[config.mk]
export PLATFORM = sky130hd
export DESIGN_NAME = snoop_msi_ctrl
export DESIGN_NICKNAME = d
export VERILOG_FILES = /design/src/rtl/snoop_msi_ctrl.sv
export SDC_FILE = /design/constraint.sdc
export NUM_CORES = 1
export LEC_CHECK = 0
export BUFFER_PORTS_ARGS = -buffer_cell sky130_fd_sc_hd__buf_2
export CAP_MARGIN = 40
export CORE_UTILIZATION = 53
export CTS_CLUSTER_SIZE = 14
export DETAILED_ROUTE_END_ITERATION = 7
export GPL_TIMING_DRIVEN = 0
export PLACE_DENSITY = 0.77
export REMOVE_ABC_BUFFERS = 1
export SYNTH_ARGS = -nofsm -noshare
export SYNTH_HDL_FRONTEND = slang
export SYNTH_SLANG_ARGS = --single-unit
export TNS_END_PERCENT = 100
[constraint.sdc]
create_clock -name clk -period 2.26 [get_ports clk]
set_input_delay 0.226 -clock clk [delete_from_list [all_inputs] [get_ports clk]]
set_output_delay 0.226 -clock clk [all_outputs]
set_load 0.02 [all_outputs]
[src/rtl/snoop_msi_ctrl.sv]
module snoop_msi_ctrl #(
  parameter int ADDR_W   = 8,
  parameter int IDX_W    = 2,
  parameter int ID_W     = 2,
  parameter int AGENT_ID = 1
) (
  input  logic              clk,
  input  logic              rst_n,
  input  logic              cpu_req,
  input  logic              cpu_we,
  input  logic [ADDR_W-1:0] cpu_addr,
  output logic              cpu_done,
  output logic              cpu_hit,
  output logic              bus_req,
  input  logic              bus_gnt,
  output logic [1:0]        bus_cmd,
  output logic [ADDR_W-1:0] bus_addr,
  output logic [ID_W-1:0]   bus_id,
  input  logic [1:0]        snp_cmd,
  input  logic [ADDR_W-1:0] snp_addr,
  input  logic [ID_W-1:0]   snp_id,
  output logic              snp_flush
);
  localparam int TAG_W = ADDR_W - IDX_W;
  localparam int LINES = 1 << IDX_W;
  localparam logic [ID_W-1:0] MY_ID = ID_W'(AGENT_ID);
  localparam logic [1:0] ST_I = 2'd0, ST_S = 2'd1, ST_E = 2'd2;
  localparam logic [1:0] C_IDLE = 2'b00, C_RD = 2'b01, C_WR = 2'b10, C_WB = 2'b11;

  typedef enum logic [2:0] {F_IDLE, F_WAIT, F_WB, F_MISS, F_DONE, F_RETRY} fsm_t;

  fsm_t             fsm;
  logic [1:0]       st_q  [LINES];
  logic [TAG_W-1:0] tag_q [LINES];
  logic             rq_we, hit_q, flush_q;
  logic [TAG_W-1:0] rq_tag;
  logic [IDX_W-1:0] rq_idx;

  wire [IDX_W-1:0] c_idx = cpu_addr[IDX_W-1:0];
  wire [TAG_W-1:0] c_tag = cpu_addr[ADDR_W-1:IDX_W];
  wire [1:0]       c_st  = st_q[c_idx];
  wire             c_hit = (tag_q[c_idx] == c_tag) && (cpu_we ? (c_st == ST_E) : (c_st != ST_I));

  wire [IDX_W-1:0] s_idx   = snp_addr[IDX_W-1:0];
  wire [TAG_W-1:0] s_tag   = snp_addr[ADDR_W-1:IDX_W];
  wire [1:0]       s_st    = st_q[s_idx];
  wire             s_valid = (snp_cmd == C_RD || snp_cmd == C_WR) && (snp_id != MY_ID);
  wire             s_match = s_valid && (s_st != ST_I) && (tag_q[s_idx] == s_tag);
  wire             s_dirty = s_match && (s_st == ST_E);

  logic [1:0] rq_st;
  assign rq_st = st_q[rq_idx];
  wire need_wb  = (rq_st == ST_E) && (tag_q[rq_idx] != rq_tag);
  wire conflict = s_valid && (s_idx == rq_idx) && (s_match || s_tag == rq_tag);

  always_ff @(posedge clk) begin
    if (!rst_n) begin
      fsm     <= F_IDLE;
      rq_we   <= 1'b0;
      rq_tag  <= '0;
      rq_idx  <= '0;
      hit_q   <= 1'b0;
      flush_q <= 1'b0;
      for (int i = 0; i < LINES; i++) begin
        st_q[i]  <= ST_I;
        tag_q[i] <= '0;
      end
    end else begin
      flush_q <= s_dirty;
      unique case (fsm)
        F_IDLE:
          if (cpu_req && !s_valid) begin
            rq_we  <= cpu_we;
            rq_tag <= c_tag;
            rq_idx <= c_idx;
            hit_q  <= c_hit;
            fsm    <= c_hit ? F_DONE : F_WAIT;
          end
        F_WAIT:
          if (conflict)     fsm <= F_RETRY;
          else if (bus_gnt) fsm <= need_wb ? F_WB : F_MISS;
        F_WB:   fsm <= F_MISS;
        F_MISS: begin
          st_q[rq_idx]  <= rq_we ? ST_E : ST_S;
          tag_q[rq_idx] <= rq_tag;
          fsm           <= F_DONE;
        end
        F_DONE:  fsm <= F_IDLE;
        F_RETRY: fsm <= F_IDLE;
        default: fsm <= F_IDLE;
      endcase
      if (s_match)
        st_q[s_idx] <= (snp_cmd == C_RD) ? ST_S : ST_I;
    end
  end

  assign bus_req   = (fsm == F_WAIT) || (fsm == F_WB) || (fsm == F_MISS);
  assign bus_cmd   = (fsm == F_WB) ? C_WB : (fsm == F_MISS) ? (rq_we ? C_WR : C_RD) : C_IDLE;
  assign bus_addr  = (fsm == F_WB)   ? {tag_q[rq_idx], rq_idx} :
                     (fsm == F_MISS) ? {rq_tag, rq_idx} : '0;
  assign bus_id    = MY_ID;
  assign cpu_done  = (fsm == F_DONE);
  assign cpu_hit   = cpu_done && hit_q;
  assign snp_flush = flush_q;
endmodule

==> results.cfg, run 1 <==
[outcome]
violations = setup timing
status = complete, but fails checks

[floorplan]
boundaryPins = 41
start_util_pct = 56.3
die_w_um = 79.4
die_y_um = 79.4
row_count = 27
die-area_mm2 = 0.00630
core_area_mm2 = 0.00564

[worst_setup_path]
startpoint_type = flip-flop
critPathRequiredTime_ns = 2.33
worst-path-max-fanout = 3
crit_path_end_kind = flip-flop
rrSetupSlack_ns = -0.17
arrival_ns = 2.50
crit_type = reg2reg

[place]
hpwl_um = 5590
port_buffers = 38
gp_congestion = 0.878

[sta]
hold_ws_ns = 0.169
hold_viol = 0
slew_violations = 0
max_freq_ghz = 0.412
totalNegativeSetupSlack_ns = -1.06
post-route-period-util_pct = 107
tightest_slew_ns = 0.700
fin_ws_ns = -0.168
fin_skew_ns = 0.00800
finalSetupViolations = 8
finalCriticalPeriod_ns = 2.43
relSlewSlack_pct = 53.2
rsz0062_at_grt = true

[power_and_ir_drop]
p_per_area_mw_per_mm2 = 630
net-switching-power_uw = 771
seq_power_share_pct = 49.3
ir_drop_mv = 0.450
power_uw = 2260
internal-power_uw = 1490
power_leakage_uw = 0.00146
clkPwrFrac_pct = 24.5
p_comb_share_pct = 26.1
p_sw_share_pct = 34.2

[route]
vias = 2503
drt_iter0_markers = 284
route.detailed.drc = 0
ant_nets = 0
drt-pass1-iter-count = 5
wl_per_cell_um = 19.1
drt-total-wl_um = 7620
viasPerCell = 6.29

[cts]
clock_latency_ns = 0.31
cts_tree = built
htree_levels = 2
cts_buffers = 5
holdBufCountCts = 0
clk_path_buf_depth = 2
clk_pin_slew_ns = 0.10
cts_root_buf = clkbuf_8
clock_sinks = 48

[logic_synthesis]
synth_cells = 290
ys_async_sr_fraction_pct = 0
synth_top_area_share_pct = 26.5
synthDistinctLibCells = 49
yosysWarnings = 0
post_synth.cell_area_avg_um2 = 10.9
synth_ff_type = edfxtp_1
yosys.area.top_type = edfxtp_1
yosysSeqAreaShare_pct = 39.1
synthTopCellsByArea = edfxtp_1 (26%), mux4_2 (14%), dfxtp_1 (13%)
synth_seq_cells = 48
synth_enable_flop_cells = 28
syn_area_mm2 = 0.00317

[global_route]
grt_pass1_vias = 2375
grt_pass1_wl_um = 12100
antenna_found_initial = 0
grt_max_degree = 18
grt_use_total_pct = 25.9
grt_overflow = 0

[job]
drv_cap = 0

[cells_and_area]
diodes = 0
num-fill-cells = 418
layout-area-overhead-vs-synth_pct = 12.8
fin_util_pct = 63.5
seq_area_mm2 = 0.00124
multi_input_area_mm2 = 0.00184
layout-drive-gt1-share_pct = 31.0
nets = 351

[worst_hold_path]
worst_hold_path_type = in2reg
[path summary, 6_finish.rpt]
kind	startpoint	end	cells past startpoint
min reg2reg	hit_q$_SDFFE_PN0P_	hit_q$_SDFFE_PN0P_	2
max reg2reg	tag_q[1][3]$_SDFFCE_PN0P_	st_q[0][0]$_DFFE_PP_	6
min	cpu_we	rq_we$_SDFFE_PN0P_	3
max	tag_q[1][3]$_SDFFCE_PN0P_	st_q[0][0]$_DFFE_PP_	6
[Yosys cell counts (all sizes together), types with 6 or more instances]
master and number:
nand3b 6, inv 6, mux2i 15, dfxtp 20
and2 27, mux4 23, clkbuf 14, nor2 27
buf 10, nand3 9, nand2 18, nor3 6
xnor2 21, edfxtp 28, nor2b 7
[cells by family (layout without fill, tap and decap cells)]
logic type | count (synthesis) | in the layout | share of synthesized area, %
compound gates | 20 | 20 | 3.98
xor+xnor | 26 | 26 | 7.41
fa+ha+maj | 1 | 1 | 0.394
buf+inv | 30 | 66 | 4.69
flops | 48 | 48 | 39.1
mux | 42 | 42 | 22.8
other cells | 2 | 2 | 0.237
simple gates | 121 | 121 | 21.4
[power by group through the flow]
stage / Clock [uW] / Combinational (uW) / Sequential (uW)
2_1_floorplan: 0 / 397 / 1080
3_3_place_gp: 0 / 532 / 1120
3_5_place_dp: 0 / 541 / 1130
4_1_cts: 562 / 557 / 1110
5_1_grt: 589 / 634 / 1130
6_report: 554 / 590 / 1110
[final cells by class]
type / count / area share [%]
clock buffer: 5 / 1.92
clock inverter: 3 / 0.699
inverter: 6 / 0.629
multi-input combinational: 212 / 51.3
sequential: 48 / 34.7
tap: 72 / 2.51
timing repair buffer: 52 / 8.17
[what timing repair did]
| item | in CTS | in global routing |
|---|---|---|
| endpoints found under the hold margin | 0 | 0 |
| setup endpoints to repair | 17 | 20 |
| pin swaps | 5 | 3 |
| resized for setup | 10 | 11 |
| buffers inserted | 8 | 5 |
[state kept, by name, summed over array words and instances, names as in the netlist, named ones only]
| name | cells |
|---|---|
| rq_idx | 2 |
| rq_we | 1 |
| hit_q | 1 |
| tag_q | 24 |
| snp_flush | 1 |
| rq_tag | 6 |
| fsm | 3 |
| st_q | 8 |
[through the flow]
step           area, um2  cells  setup slack, ns
2_1_floorplan       3050    266          -0.0573
3_3_place_gp        3330    376           -0.701
3_5_place_dp        3330    377           -0.745
4_1_cts             3510    393           -0.202
5_1_grt             3580    398           -0.265
6_report            3580    398           -0.168
[critical path: stages (launching register included)]
cell,delay [ns]
edfxtp_1,0.45
mux4_2,0.54
xnor2_4,0.20
o21ai_4,0.10
nor4_4,0.28
nor3b_4,0.29
mux2_4,0.32
[placed cells by master, fill, tap and decap left out, types with 3 or more instances in the layout]
cell       n
nand2b_1   3
nor2_1    27
buf_4     13
edfxtp_1  28
nand2_1   17
nor3b_1    3
a21oi_1    5
mux2i_1   15
nor4_1     4
nand3b_1   6
xnor2_2    3
inv_1      6
dfxtp_1   18
nor3_1     6
mux4_2    23
clkbuf_8   5
xor2_1     5
nand3_1    8
buf_2     39
and2_1    27
nor2b_1    7
xnor2_1   17
[per-layer routing]
layer	vias up	part of all wire (%)	global-route usage, %
met3	27	10	4.57
met2	191	49	44.5
met5	-	0	0
met4	0	2.2	9.45
met1	1174	38	32.5
li1	1111	-	-
(Power assumes the default switching activity.)
==> inputs of run 2 (changes only) <==
Settings changed: MAX_ROUTING_LAYER from default to met4.
==> results.cfg, run 2 (synthesized netlist as in run 1, its figures left out) <==
[route]
drt-total-wl_um = 7620
viasPerCell = 6.06
route.detailed.drc = 0
wl_per_cell_um = 18.9
drt-pass1-iter-count = 4
ant_nets = 0
drt_iter0_markers = 259
vias = 2450

[global_route]
grt_pass1_wl_um = 12200
grt_overflow = 0
antenna_found_initial = 0
grt_pass1_vias = 2448
grt_max_degree = 18
grt_use_total_pct = 26.7

[worst_setup_path]
rr_startpoint = tag_q[3][3]$_DFFE_PP_
crit_path_end_kind = flip-flop
worst-path-max-fanout = 5
arrival_ns = 2.46
crit_type = reg2reg
startpoint_type = flip-flop
critPathRequiredTime_ns = 2.33
startpoint = tag_q[3][3]$_DFFE_PP_

[cells_and_area]
regMostFlops = tag_q
stdcell_count = 404
num-fill-cells = 421
top_regs = tag_q: 24 flops, st_q: 8 flops, rq_tag: 6 flops
fin_util_pct = 65.0
layout-area-overhead-vs-synth_pct = 15.5
layout_commonest_cell = buf_2
final_cell_mix = buf_2 (39), edfxtp_1 (28), and2_1 (27), nor2_1 (26), mux4_2 (23)
nets = 357
layout-drive-gt1-share_pct = 33.1
largest_register_ffs = 24
diodes = 0

[sta]
relSlewSlack_pct = 51.1
max_freq_ghz = 0.418
hold_viol = 0
rsz0062_at_grt = true
fin_skew_ns = 0.00668
totalNegativeSetupSlack_ns = -0.737
finalSetupViolations = 7
slew_violations = 0
tightest_slew_ns = 0.732
finalCriticalPeriod_ns = 2.39
fin_ws_ns = -0.133
post-route-period-util_pct = 106

[job]
drv_cap = 0

[outcome]
status = complete, but fails checks
violations = setup timing

[cts]
cts_tree = built
holdBufCountCts = 0
cts_root_buf = clkbuf_8
clk_pin_slew_ns = 0.10
clock_latency_ns = 0.31
clock_sinks = 48
htree_levels = 2
clk_path_buf_depth = 2
cts_buffers = 5

[place]
hpwl_um = 5480
gp_congestion = 0.891
port_buffers = 38
place_inst = 377

[worst_hold_path]
hold_start = cpu_addr[7]
worst_hold_path_type = in2reg

[floorplan]
boundaryPins = 41
die_w_um = 79.4
core_area_mm2 = 0.00564
die-area_mm2 = 0.00630
row_count = 27
start_util_pct = 56.3
die_y_um = 79.4

[power_and_ir_drop]
p_per_area_mw_per_mm2 = 651
ir_drop_mv = 0.411
power_leakage_uw = 0.00152
power_uw = 2390
[run 2: power breakdown]
part	leakage (uW)	internal (uW)	total (uW)	switching, uW
Sequential	0.000452	983	1120	132
Clock	0.0000607	342	668	326
Combinational	0.00100	289	604	315
[run 2: critical path, stage by stage (launching register included)]
cell      delay, ns
edfxtp_1       0.42
mux4_2         0.55
xnor2_4        0.21
o21ai_4        0.10
nor4_4         0.25
buf_4          0.20
nand3_2        0.10
mux2_4         0.32
[run 2: final cells by class]
class / instances / area (um2) / area share, %
multi-input cells: 212 / 1850 / 50.6
flip-flops and latches: 48 / 1240 / 33.9
repair buffers: 58 / 338 / 9.21
well taps: 72 / 90.1 / 2.46
clock buffers: 5 / 68.8 / 1.88
clock inverters: 3 / 50.0 / 1.36
inverters: 6 / 22.5 / 0.614
[run 2: metrics by stage]
stage	setup WS, ns	hold slack [ns]	cell area [um2]
after floorplan	-0.0573	0.332	3050
after global placement	-0.701	0.441	3330
after detailed placement	-0.739	0.447	3330
after CTS	-0.137	0.172	3570
after global routing	-0.215	0.182	3670
final	-0.133	0.168	3670
[run 2: what timing repair did]
item	in CTS	in global routing
setup endpoints to repair	28	15
resized for setup	11	13
pin swaps	4	3
setup buffers	12	7
[run 2: path summary, 6_finish.rpt]
path / to / slack [ns] / cells past startpoint
max: st_q[3][0]$_DFFE_PP_ / -0.13 / 7
min: rq_tag[5]$_SDFFE_PN0P_ / 0.17 / 3
max reg2reg: st_q[3][0]$_DFFE_PP_ / -0.13 / 7
min reg2reg: hit_q$_SDFFE_PN0P_ / 0.46 / 2
[run 2: routing by layer]
layer | track usage (%) | part of all wire, % | wire length (um)
met5 | - | 0 | 0
met4 | 11.8 | 2.6 | 199
met3 | 4.80 | 6.6 | 501
met2 | 44.5 | 49 | 3760
met1 | 31.8 | 41 | 3160
==> inputs of run 3 (changes only) <==
==> constraint.sdc (replaced) <==
create_clock -name clk -period 2.26 [get_ports clk]
set_input_delay 0.113 -clock clk [delete_from_list [all_inputs] [get_ports clk]]
set_output_delay 0.113 -clock clk [all_outputs]
set_load 0.02 [all_outputs]
==> results.cfg, run 3 (synthesized netlist as in run 1, its figures left out) <==
[sta]
max_freq_ghz = 0.417
finalCriticalPeriod_ns = 2.40
post-route-period-util_pct = 106
rsz0062_at_grt = true
hold_ws_ns = 0.0556
finalSetupViolations = 7
totalNegativeSetupSlack_ns = -0.762
fin_skew_ns = 0.00736
hold_viol = 0
fin_ws_ns = -0.141
tightest_slew_ns = 0.732
relSlewSlack_pct = 51.1
slew_violations = 0

[worst_setup_path]
cp_num_cells = 7
worstPathCellList = mux4_2, xnor2_4, o21ai_4, nor4_4, buf_4, nand3_2, mux2_4
path_buf_inv = 1
arrival_ns = 2.47
critPathRequiredTime_ns = 2.33
crit_type = reg2reg
rrSetupSlack_ns = -0.14
worst-path-max-fanout = 5
crit_slowest_cell = mux4_2
path_delay_family = multiplexers
r2r_cells = 7
reg2reg_to = st_q[3][0]$_DFFE_PP_
endpoint = st_q[3][0]$_DFFE_PP_
startpoint = tag_q[3][3]$_DFFE_PP_
crit_path_end_kind = flip-flop
startpoint_type = flip-flop
rr_startpoint = tag_q[3][3]$_DFFE_PP_
critPathMaxStageDelay_ns = 0.55

[floorplan]
start_util_pct = 56.3
die-area_mm2 = 0.00630
die_y_um = 79.4
die_w_um = 79.4
core_area_mm2 = 0.00564
row_count = 27
boundaryPins = 41

[outcome]
violations = setup timing
status = complete, but fails checks

[cells_and_area]
num-fill-cells = 423
final_cell_mix = buf_2 (39), edfxtp_1 (28), and2_1 (27), nor2_1 (26), mux4_2 (23)
layout-drive-gt1-share_pct = 32.8
largest_register_ffs = 24
seq_area_mm2 = 0.00124
top_regs = tag_q: 24 flops, st_q: 8 flops, rq_tag: 6 flops
diodes = 0
nets = 357
multi_input_area_mm2 = 0.00185
layout-area-overhead-vs-synth_pct = 15.5
layout_commonest_cell = buf_2
regMostFlops = tag_q

[global_route]
grt_overflow = 0
grt_max_degree = 18
antenna_found_initial = 0
grt_pass1_vias = 2448
grt_pass1_wl_um = 12200
grt_use_total_pct = 26.7

[route]
drt_iter0_markers = 242
drt-total-wl_um = 7620
ant_nets = 0
vias = 2457
viasPerCell = 6.08
drt-pass1-iter-count = 4
wl_per_cell_um = 18.9
route.detailed.drc = 0

[power_and_ir_drop]
p_per_area_mw_per_mm2 = 650
power_leakage_uw = 0.00152
ir_drop_mv = 0.408

[cts]
cts_buffers = 5
holdBufCountCts = 0
cts_tree = built
clock_latency_ns = 0.31
clk_pin_slew_ns = 0.10
clk_path_buf_depth = 2
cts_root_buf = clkbuf_8
clock_sinks = 48
htree_levels = 2

[place]
hpwl_um = 5480
port_buffers = 38
dp_slack_ns = -0.626
gp_congestion = 0.891

[worst_hold_path]
worst_hold_path_type = in2reg

[job]
drv_cap = 0
==> run 3: cell counts in the layout (fill, tap and decap cells not counted) <==
Identical to the previous run, type by type.
==> run 3: worst register-to-register path, delay by kind of cell (launching register included) <==
family / cells / cell delay, ns
AOI/OAI and AO/OA: 1 / 0.10
DFF: 1 / 0.42
muxes: 2 / 0.87
and+or+nand+nor: 2 / 0.36
xor gates and xnor gates: 1 / 0.21
buffers and inverters: 1 / 0.20
==> run 3: metal layers <==
metal	global-route usage, %	share of wire, %	wire, um	up-vias
met1	31.8	41	3090	1200
met5	-	0	0	-
met3	4.80	7.2	548	22
met4	11.8	2.8	216	0
li1	-	-	-	1117
met2	44.5	49	3760	118
==> run 3: power breakdown <==
part | internal [uW] | switching, uW | total [uW]
registers | 983 | 132 | 1110
clock network | 342 | 323 | 664
logic | 289 | 315 | 603
==> run 3: worst min path at each step <==
stage / from / endpoint / cells after the start
2_1_floorplan: snp_addr[0] / st_q[3][1]$_SDFFE_PP0P_ / 1
3_3_place_gp: cpu_addr[7] / rq_tag[5]$_SDFFE_PN0P_ / 3
3_5_place_dp: cpu_addr[5] / rq_tag[3]$_SDFFE_PN0P_ / 3
4_1_cts: cpu_addr[5] / rq_tag[3]$_SDFFE_PN0P_ / 3
5_1_grt: cpu_addr[7] / rq_tag[5]$_SDFFE_PN0P_ / 3
6_report: cpu_addr[7] / rq_tag[5]$_SDFFE_PN0P_ / 3
==> run 3: area by class of cell <==
class | count | area share, %
Tap cell | 72 | 2.46
Sequential cell | 48 | 33.9
Clock inverter | 3 | 1.37
Clock buffer | 5 | 1.88
Multi-Input combinational cell | 212 | 50.6
Timing Repair Buffer | 58 | 9.22
Inverter | 6 | 0.614
==> run 3: timing repair <==
action	CTS	global route
hold endpoints to repair	0	0
pin swaps	4	3
setup endpoints to repair	28	13
gates resized for setup	11	12
cloned	0	0
buffers inserted	12	7
==> run 3: stage by stage <==
step	power [uW]	instances	cell area, um2	utilization, %
4_1_cts	2350	397	3570	63.3
2_1_floorplan	1480	266	3050	-
3_5_place_dp	1670	377	3330	59.1
5_1_grt	2480	404	3670	65.0
3_3_place_gp	1650	376	3330	59.0
6_report	2380	404	3670	65.0
